### src/rtl/smb_pkg.sv
package smb_pkg;

  typedef enum logic [2:0] {
    ST_IDLE,
    ST_ADDR,
    ST_REG,
    ST_WR,
    ST_ACK,
    ST_RD,
    ST_RACK
  } smb_state_e;

  // Next register pointer; wraps naturally at 8 bits.
  function automatic logic [7:0] ptr_next(input logic [7:0] p);
    return p + 8'd1;
  endfunction

  // Address byte carries the 7-bit device address above the R/W bit.
  function automatic logic addr_hit(input logic [7:0] b, input logic [6:0] dev);
    return b[7:1] == dev;
  endfunction

  // Override gate: hardware byte unless the enable selects the register.
  function automatic logic [7:0] gate_sel(input logic en, input logic [7:0] r,
                                          input logic [7:0] hw);
    return en ? r : hw;
  endfunction

endpackage

### src/rtl/smb_line_sync.sv
module smb_line_sync #(
  parameter int SYNC_STAGES = 2
) (
  input  logic clk,
  input  logic rst_n,
  input  logic scl_i,
  input  logic sda_i,
  output logic sda_s,
  output logic scl_rise,
  output logic scl_fall,
  output logic start_evt,
  output logic stop_evt
);
  localparam int LAST = SYNC_STAGES - 1;

  logic [LAST:0] scl_ff, sda_ff;
  logic          scl_d, sda_d;
  logic          scl_s;

  always_ff @(posedge clk or negedge rst_n) begin
    if (!rst_n) begin
      scl_ff <= '1;
      sda_ff <= '1;
      scl_d  <= 1'b1;
      sda_d  <= 1'b1;
    end else begin
      scl_ff <= {scl_ff[LAST-1:0], scl_i};
      sda_ff <= {sda_ff[LAST-1:0], sda_i};
      scl_d  <= scl_ff[LAST];
      sda_d  <= sda_ff[LAST];
    end
  end

  assign scl_s     = scl_ff[LAST];
  assign sda_s     = sda_ff[LAST];
  assign scl_rise  = scl_s & ~scl_d;
  assign scl_fall  = ~scl_s & scl_d;
  assign start_evt = scl_s & scl_d & sda_d & ~sda_s;
  assign stop_evt  = scl_s & scl_d & ~sda_d & sda_s;

endmodule

### src/rtl/smb_byte_engine.sv
module smb_byte_engine
  import smb_pkg::*;
#(
  parameter logic [6:0] DEV_ADDR = 7'h2C
) (
  input  logic       clk,
  input  logic       rst_n,
  input  logic       sda_s,
  input  logic       scl_rise,
  input  logic       scl_fall,
  input  logic       start_evt,
  input  logic       stop_evt,
  input  logic [7:0] rd_data,
  output logic [7:0] ptr,
  output logic       wr_en,
  output logic [7:0] wr_addr,
  output logic [7:0] wr_data,
  output logic       sda_oe
);
  smb_state_e st, after;
  logic [7:0] shreg;
  logic [3:0] cnt;
  logic       host_ack;
  logic       byte_done;

  assign byte_done = scl_fall && (cnt == 4'd8);

  always_ff @(posedge clk or negedge rst_n) begin
    if (!rst_n) begin
      st       <= ST_IDLE;
      after    <= ST_IDLE;
      shreg    <= '0;
      cnt      <= '0;
      host_ack <= 1'b0;
      ptr      <= '0;
      wr_en    <= 1'b0;
      wr_addr  <= '0;
      wr_data  <= '0;
      sda_oe   <= 1'b0;
    end else begin
      wr_en <= 1'b0;
      if (start_evt) begin
        st     <= ST_ADDR;
        cnt    <= '0;
        sda_oe <= 1'b0;
      end else if (stop_evt) begin
        st     <= ST_IDLE;
        cnt    <= '0;
        sda_oe <= 1'b0;
      end else begin
        case (st)
          ST_ADDR, ST_REG, ST_WR: begin
            if (scl_rise) begin
              shreg <= {shreg[6:0], sda_s};
              cnt   <= cnt + 4'd1;
            end else if (byte_done) begin
              cnt <= '0;
              if (st == ST_ADDR) begin
                if (addr_hit(shreg, DEV_ADDR)) begin
                  sda_oe <= 1'b1;
                  st     <= ST_ACK;
                  after  <= shreg[0] ? ST_RD : ST_REG;
                end else begin
                  st <= ST_IDLE;
                end
              end else if (st == ST_REG) begin
                ptr    <= shreg;
                sda_oe <= 1'b1;
                st     <= ST_ACK;
                after  <= ST_WR;
              end else begin
                wr_en   <= 1'b1;
                wr_addr <= ptr;
                wr_data <= shreg;
                ptr     <= ptr_next(ptr);
                sda_oe  <= 1'b1;
                st      <= ST_ACK;
                after   <= ST_WR;
              end
            end
          end
          ST_ACK: begin
            if (scl_fall) begin
              st <= after;
              if (after == ST_RD) begin
                shreg  <= rd_data;
                sda_oe <= ~rd_data[7];
              end else begin
                sda_oe <= 1'b0;
              end
            end
          end
          ST_RD: begin
            if (scl_rise) begin
              cnt <= cnt + 4'd1;
            end else if (scl_fall) begin
              if (cnt == 4'd8) begin
                sda_oe <= 1'b0;
                cnt    <= '0;
                st     <= ST_RACK;
                ptr    <= ptr_next(ptr);
              end else begin
                shreg  <= {shreg[6:0], 1'b0};
                sda_oe <= ~shreg[6];
              end
            end
          end
          ST_RACK: begin
            if (scl_rise) begin
              host_ack <= ~sda_s;
            end else if (scl_fall) begin
              if (host_ack) begin
                shreg  <= rd_data;
                sda_oe <= ~rd_data[7];
                st     <= ST_RD;
              end else begin
                st <= ST_IDLE;
              end
            end
          end
          default: begin
          end
        endcase
      end
    end
  end

  // a STOP always leaves SDA released
  a_r9_stop_release: assert property (@(posedge clk) disable iff (!rst_n)
    stop_evt |=> !sda_oe);

  // a foreign address byte leads to silence, not an ACK
  a_r2_foreign_silent: assert property (@(posedge clk) disable iff (!rst_n)
    (st == ST_ADDR && byte_done && !addr_hit(shreg, DEV_ADDR) && !start_evt && !stop_evt)
      |=> (st == ST_IDLE && !sda_oe));

  // the pointer steps by one at the end of each returned byte
  a_r5_ptr_step: assert property (@(posedge clk) disable iff (!rst_n)
    (st == ST_RD && scl_fall && cnt == 4'd8 && !start_evt && !stop_evt)
      |=> ptr == ptr_next($past(ptr)));

  // each data byte produces a single write strobe
  a_r4_single_strobe: assert property (@(posedge clk) disable iff (!rst_n)
    wr_en |=> !wr_en);

endmodule

### src/rtl/smb_regfile.sv
module smb_regfile #(
  parameter int                    NUM_REGS = 8,
  parameter logic [NUM_REGS*8-1:0] RST_VAL  = '0,
  parameter logic [NUM_REGS*8-1:0] SC_MASK  = '0
) (
  input  logic                  clk,
  input  logic                  rst_n,
  input  logic                  wr_en,
  input  logic [7:0]            wr_addr,
  input  logic [7:0]            wr_data,
  input  logic [7:0]            rd_addr,
  output logic [7:0]            rd_data,
  output logic [NUM_REGS*8-1:0] q_all
);

  always_ff @(posedge clk or negedge rst_n) begin
    if (!rst_n) begin
      q_all <= RST_VAL;
    end else begin
      for (int i = 0; i < NUM_REGS; i++) begin
        if (wr_en && int'(wr_addr) == i)
          q_all[i*8 +: 8] <= wr_data;
        else
          q_all[i*8 +: 8] <= q_all[i*8 +: 8] & ~SC_MASK[i*8 +: 8];
      end
    end
  end

  always_comb begin
    rd_data = '0;
    for (int i = 0; i < NUM_REGS; i++)
      if (int'(rd_addr) == i) rd_data = q_all[i*8 +: 8];
  end

  // a set self-clearing bit is gone one cycle later unless rewritten
  a_r6_sc_one_cycle: assert property (@(posedge clk) disable iff (!rst_n)
    ((|(q_all & SC_MASK)) && !wr_en) |=> !(|(q_all & SC_MASK)));

  // writes beyond the file leave every register untouched
  a_r8_oob_ignored: assert property (@(posedge clk) disable iff (!rst_n)
    (wr_en && int'(wr_addr) >= NUM_REGS && !(|(q_all & SC_MASK))) |=> $stable(q_all));

endmodule

### src/rtl/smb_regslave.sv
module smb_regslave
  import smb_pkg::*;
#(
  parameter logic [6:0]            DEV_ADDR    = 7'h2C,
  parameter int                    NUM_REGS    = 8,
  parameter int                    SYNC_STAGES = 2,
  parameter logic [NUM_REGS*8-1:0] RST_VAL     = 64'h0000_0000_0030_0000,
  parameter logic [NUM_REGS*8-1:0] SC_MASK     = 64'h0300_0000_0000_0000
) (
  input  logic                      clk,
  input  logic                      rst_n,
  input  logic                      scl_i,
  input  logic                      sda_i,
  input  logic [(NUM_REGS-1)*8-1:0] hw_i,
  output logic                      sda_oe,
  output logic [NUM_REGS*8-1:0]     regs_o,
  output logic [(NUM_REGS-1)*8-1:0] eff_o
);
  localparam int N_SLOTS = NUM_REGS - 1;

  logic       sda_s, scl_rise, scl_fall, start_evt, stop_evt;
  logic [7:0] ptr, rd_data, wr_addr, wr_data;
  logic       wr_en;

  smb_line_sync #(.SYNC_STAGES(SYNC_STAGES)) u_sync (
    .clk(clk), .rst_n(rst_n), .scl_i(scl_i), .sda_i(sda_i),
    .sda_s(sda_s), .scl_rise(scl_rise), .scl_fall(scl_fall),
    .start_evt(start_evt), .stop_evt(stop_evt)
  );

  smb_byte_engine #(.DEV_ADDR(DEV_ADDR)) u_eng (
    .clk(clk), .rst_n(rst_n), .sda_s(sda_s), .scl_rise(scl_rise),
    .scl_fall(scl_fall), .start_evt(start_evt), .stop_evt(stop_evt),
    .rd_data(rd_data), .ptr(ptr), .wr_en(wr_en), .wr_addr(wr_addr),
    .wr_data(wr_data), .sda_oe(sda_oe)
  );

  smb_regfile #(.NUM_REGS(NUM_REGS), .RST_VAL(RST_VAL), .SC_MASK(SC_MASK)) u_rf (
    .clk(clk), .rst_n(rst_n), .wr_en(wr_en), .wr_addr(wr_addr),
    .wr_data(wr_data), .rd_addr(ptr), .rd_data(rd_data), .q_all(regs_o)
  );

  for (genvar j = 1; j <= N_SLOTS; j++) begin : g_ovr
    assign eff_o[(j-1)*8 +: 8] = gate_sel(regs_o[j-1], regs_o[j*8 +: 8], hw_i[(j-1)*8 +: 8]);

    // with the enable clear and hw steady, register writes do not reach the slot
    a_r7_gate_holds: assert property (@(posedge clk) disable iff (!rst_n)
      (!regs_o[j-1] && $stable(regs_o[j-1]) && $stable(hw_i[(j-1)*8 +: 8]))
        |-> $stable(eff_o[(j-1)*8 +: 8]));
  end

endmodule

### config.mk
export PLATFORM = sky130hd
export DESIGN_NAME = smb_regslave
export DESIGN_NICKNAME = d
export VERILOG_FILES = /design/src/rtl/smb_pkg.sv /design/src/rtl/smb_line_sync.sv /design/src/rtl/smb_byte_engine.sv /design/src/rtl/smb_regfile.sv /design/src/rtl/smb_regslave.sv
export SDC_FILE = /design/constraint.sdc
export NUM_CORES = 1
export LEC_CHECK = 0
export CAP_MARGIN = 20
export CORE_MARGIN = 10
export CORE_UTILIZATION = 45
export CTS_CLUSTER_DIAMETER = 80
export DETAILED_ROUTE_END_ITERATION = 8
export HOLD_SLACK_MARGIN = 0.03
export PLACE_DENSITY = 0.76
export SETUP_SLACK_MARGIN = 0.02
export SYNTH_ARGS = -nofsm -noshare
export SYNTH_HDL_FRONTEND = slang
export SYNTH_SLANG_ARGS = --single-unit
### constraint.sdc
create_clock -name clk -period 3.6 [get_ports clk]
set_input_delay 0.54 -clock clk [delete_from_list [all_inputs] [get_ports clk]]
set_output_delay 0.54 -clock clk [all_outputs]
set_load 0.005 [all_outputs]
==> impl_metrics.ini, run 1 <==
[timing]
grt_setup_unrepaired = no
tns_ns = 0
hold_violations = 0
slew_viol_final = 0
fmax_ghz = 0.3301
relSlewSlack_pct = 26.85
fin_crit_sh_pct = 84.14
setup_violations = 0
worst_pin_slew_ns = 1.088
period_needed_ns = 3.029
finClkSkew_ns = 0.009054

[drt]
wirelength_um = 21640
num_vias = 5391
drtPass1Iterations = 6
first_iter_violations = 534
vias_per_cell = 5.873
antenna_left = 0
wl_per_cell_um = 23.57
route.detailed.drc = 0

[logic_synthesis]
seq_area_frac_synth_pct = 46.15
synth_warnings = 0
synthTopCellsByArea = dfrtp_1 (43%), mux2_2 (25%), dfstp_2 (3.4%)
synth_seq_cells = 115
synthCells = 560
synth_ff_type = dfrtp_1
mappedNetlistArea_sq_um = 6257
avgSynthCellArea_sq_um = 11.17
async_flop_share_pct = 100.0
ys_types = 53
syn_nets = 626
synth_edf_count = 0
yosys.area.top_type = dfrtp_1
synth_top_area_share_pct = 42.79

[pwr]
p_sw_share_pct = 25.63
cellLeakagePower_nw = 3.678
pwr-share-comb_pct = 14.4
cellPowerDensity_nw_per_um2 = 409.8
pwr-share-seq_pct = 39.9
p_int_mw = 2.669
clkPwrFrac_pct = 45.8
power.switching_mw = 0.9198
peakVddDrop_mv = 0.3375

[finish]
mostFrequentLayoutCells = clkdlybuf4s50_1 (179), mux2_2 (139), dfrtp_1 (107)
antenna_cells = 0
synthToLayoutAreaGrowth_pct = 39.97
drive_above_1_share_pct = 25.61
fill_cells = 1145
final_common_cell = clkdlybuf4s50_1
stdcell_area_sq_um = 8758
layout.nets = 792

[worst_setup_path]
cpPeakStageDelay_ns = 0.73
worstSetupStartpoint = u_eng.ptr[0]
crit_family = simple AND/OR/NAND/NOR gates
r2r-end = u_eng.shreg[5]
crit_fanout = 35
crit_chain = inv_1 -> ha_1 -> nor3b_1 -> nor3b_1 -> a2111oi_2 -> a32o_1 -> mux2_2
crit_slowest_cell = nor3b_1
crit_path_end = u_eng.shreg[5]
cp_data_required_time_ns = 3.90
end_kind = flip-flop
cp_common_cell = nor3b_1
crit_type = reg -> reg
reg2reg_slack_ns = 0.57
worst_setup_path_start_kind = flip-flop
critical_path_arrival_ns = 3.33
cp_num_buf_inv = 1
crit_cells = 7
rr_worst_depth = 7
r2r-start = u_eng.ptr[0]

[placement]
place_hpwl_um = 16230
gp_congestion = 0.9298
port_buffers = 180
place_area_sq_um = 8179

[clock_network]
clk_pin_slew_ns = 0.05
postCtsHoldBufs = 0
clkSinkCount = 115
cts_inserted_buffers = 17
htreeDepth = 4
clock_latency_ns = 0.42
cts_setup_buffers = 0
cts_tree = done
cts_resized = 0
cts_buffer_depth = 2
cts_root_buffer = clkbuf_16

[die]
rows = 43
pin_count = 181
die_area_sq_um = 19020
start_util_pct = 45.43
core-area_sq_um = 13770
die_y_um = 137.9
die_w_um = 137.9

[global_routing]
antenna_found_initial = 0
grt_pass1_vias = 5687
grt_max_degree = 61
grt_use_total_pct = 22.61
grt_pass1_wl_um = 32750
overflow = 0

[run]
drv_cap = 0

[hold_path]
hold_path_class = in -> async

[status]
outcome = completed
-- flip-flops by register name (all words and copies together) (netlist names) --
register        count
u_rf.q_all         64
u_eng.ptr           8
u_eng.shreg         8
u_eng.wr_addr       8
u_eng.wr_data       8
u_eng.cnt           4
u_eng.after         3
u_eng.st            3
u_sync.scl_ff       2
u_sync.sda_ff       2
u_eng.host_ack      1
u_eng.sda_oe        1
u_eng.wr_en         1
u_sync.scl_d        1
u_sync.sda_d        1
-- through the flow --
| step | util, % | std cells | setup WS [ns] | power [mW] | hold WS, ns |
|---|---|---|---|---|---|
| 6_report | 63.59 | 918 | 0.5710 | 3.589 | 0.1669 |
| 5_1_grt | 63.59 | 918 | 0.4336 | 3.716 | 0.2157 |
| 4_1_cts | 63.59 | 918 | 0.6419 | 3.602 | 0.1873 |
| 3_5_place_dp | 59.38 | 887 | 0.6600 | 1.963 | 0.3487 |
| 3_3_place_gp | 59.38 | 887 | 0.8849 | 1.950 | 0.3478 |
| 2_1_floorplan | - | 560 | 1.390 | 1.715 | 0.2444 |
-- cells by family after synthesis --
logic type               Yosys count  share of synthesized area, %
XOR/XNOR                           1                        0.1400
AND/OR/NAND/NOR                  134                         11.44
adder cells (fa/ha/maj)            6                         1.200
flip-flops                       115                         46.15
AO/OA/AOI/OAI                    107                         12.02
buffers and inverters             54                         3.399
multiplexers                     143                         25.65
-- worst min-delay path by stage --
| stage | cells past startpoint | end | start | slack [ns] |
|---|---|---|---|---|
| after CTS | 1 | u_rf.q_all[58] | rst_n | 0.19 |
| after global routing | 1 | u_rf.q_all[19] | rst_n | 0.22 |
| final | 1 | u_rf.q_all[58] | rst_n | 0.17 |
| after detailed placement | 0 | u_sync.sda_ff[1] | u_sync.sda_ff[0] | 0.35 |
| after floorplan | 0 | u_eng.after[0] | rst_n | 0.24 |
| after global placement | 0 | u_sync.sda_ff[1] | u_sync.sda_ff[0] | 0.35 |
-- power groups by stage --
stage	clock network, mW	logic [mW]	registers [mW]
floorplan	0	0.330	1.38
global placement	0	0.504	1.45
detailed placement	0	0.515	1.45
CTS	1.66	0.516	1.43
global route	1.71	0.563	1.44
finish	1.64	0.516	1.43
-- routing by layer --
metal  vias to the layer above  share of wire (%)  global-route usage, %
li1                       2395                  -                      -
met1                      2729                 40                  27.40
met2                       232                 52                  38.03
met3                        35                6.1                  5.797
met4                         0                2.2                  8.169
met5                         -                  0                      0
-- layout make-up --
type / count / area [sq um] / share of cell area (%)
clock inverter: 9 / 105.1 / 1.200
tap: 180 / 225.2 / 2.571
timing repair buffer: 182 / 1827 / 20.86
clock buffer: 22 / 474.2 / 5.414
inverter: 19 / 71.32 / 0.8143
multi-input combinational: 391 / 3168 / 36.17
sequential: 115 / 2888 / 32.97
-- cells in the mapped netlist (all sizes together) (2+ instances only) --
library cell,count
nor2b,10
nor4b,2
o31ai,3
inv,19
a32o,3
or4b,2
o22a,2
nor2,25
a221o,5
nand3b,4
a211oi,6
a22o,2
a31oi,5
nand2,40
or3,3
nor4,6
mux2,139
clkbuf,26
nand2b,8
dfstp,8
nand3,12
nor3b,8
o311a,2
a2bb2oi,2
ha,6
o311ai,2
a221oi,10
o41ai,5
a21oi,19
dfrtp,107
and3b,2
buf,9
and3,3
mux2i,4
nor3,5
o21ai,30
o211ai,3
No activity file was read; power rests on OpenSTA's default activity.
==> run 2, diff against run 1 <==
==> constraint.sdc (replaced) <==
create_clock -name clk -period 3.1 [get_ports clk]
set_input_delay 0.465 -clock clk [delete_from_list [all_inputs] [get_ports clk]]
set_output_delay 0.465 -clock clk [all_outputs]
set_load 0.005 [all_outputs]
==> impl_metrics.ini, run 2 (synthesized netlist as in run 1, its figures left out) <==
[status]
outcome = completed

[drt]
route.detailed.drc = 0
first_iter_violations = 616
vias_per_cell = 5.928
antenna_left = 0
wl_per_cell_um = 23.39
num_vias = 5501
wirelength_um = 21710
drtPass1Iterations = 6

[placement]
port_buffers = 180
dp_slack_ns = 0.6995
gp_congestion = 0.9163
place_hpwl_um = 15900

[worst_setup_path]
worst_setup_path_start_kind = flip-flop
end_kind = output port
cp_data_required_time_ns = 2.63
crit_type = reg -> out
critical_path_arrival_ns = 2.11
crit_fanout = 11
reg2reg_slack_ns = 0.61

[timing]
slew_viol_final = 0
holdWs_ns = 0.1415
setup_violations = 0
relSlewSlack_pct = 35.46
grt_setup_unrepaired = no
tns_ns = 0
worst_pin_slew_ns = 0.9681
finClkSkew_ns = 0.01628
worst_slack_ns = 0.5270
period_needed_ns = 2.573
hold_violations = 0
fmax_ghz = 0.3887
fin_crit_sh_pct = 83.00

[clock_network]
clock_latency_ns = 0.42
cts_tree = done
cts_resized = 0
cts_setup_buffers = 0
cts_inserted_buffers = 17
cts_buffer_depth = 2
postCtsHoldBufs = 0
cts_root_buffer = clkbuf_16
clk_pin_slew_ns = 0.05
htreeDepth = 4
clkSinkCount = 115

[pwr]
finalPower_mw = 4.526
cellLeakagePower_nw = 3.760
peakVddDrop_mv = 0.4184
cellPowerDensity_nw_per_um2 = 507.0

[finish]
layout.nets = 801
mostFrequentLayoutCells = clkdlybuf4s50_1 (179), mux2_2 (139), dfrtp_1 (107)
antenna_cells = 0
regMostFlops = u_rf.q_all
largest_register_ffs = 64
synthToLayoutAreaGrowth_pct = 42.65
fill_cells = 1113
final_common_cell = clkdlybuf4s50_1
drive_above_1_share_pct = 26.74

[die]
die_y_um = 137.9
start_util_pct = 45.43
die_w_um = 137.9
pin_count = 181
rows = 43
core-area_sq_um = 13770
die_area_sq_um = 19020

[hold_path]
hold_path_class = in -> async

[global_routing]
overflow = 0
grt_pass1_wl_um = 33090
grt_pass1_vias = 5852
antenna_found_initial = 0
grt_max_degree = 63
grt_use_total_pct = 22.40

[run]
drv_cap = 0
## run 2: layer usage
metal	track usage [%]	wire [um]	vias up
li1	-	-	2424
met1	27.68	8567	2794
met2	38.27	11180	258
met3	5.326	1649	25
met4	6.025	311	0
met5	0	0	-
## run 2: final timing paths
check	from	to	depth (start not counted)
max	u_rf.q_all[2]	eff_o[16]	2
min reg2reg	u_sync.scl_ff[0]	u_sync.scl_ff[1]	0
max in group asynchronous	rst_n	u_rf.q_all[21]	2
min in group clk	u_sync.scl_ff[0]	u_sync.scl_ff[1]	0
max reg2reg	u_eng.ptr[1]	u_eng.shreg[6]	7
min	rst_n	u_rf.q_all[2]	1
## run 2: final cells by class
class,count,area [sq um],share of cell area [%]
tap,180,225.2,2.523
sequential,115,2888,32.35
clock inverter,12,229.0,2.565
inverter,19,71.32,0.7990
multi-input combinational,391,3162,35.42
timing repair buffer,191,1894,21.22
clock buffer,20,456.7,5.116
## run 2: power by group
part | internal, mW | switching (mW)
logic | 0.323 | 0.318
clock network | 1.55 | 0.707
registers | 1.55 | 0.0730
## run 2: metrics by stage
step | utilization, % | instances | area [sq um]
finish | 64.81 | 928 | 8926
global route | 64.81 | 928 | 8926
CTS | 64.81 | 928 | 8926
floorplan | - | 560 | 6257
global placement | 59.83 | 896 | 8240
detailed placement | 59.83 | 896 | 8240
## run 2: worst max-delay path, cell delays in order (launching register included)
cell,delay [ns]
dfrtp_1,0.82
mux2_2,0.41
clkdlybuf4s50_1,0.46
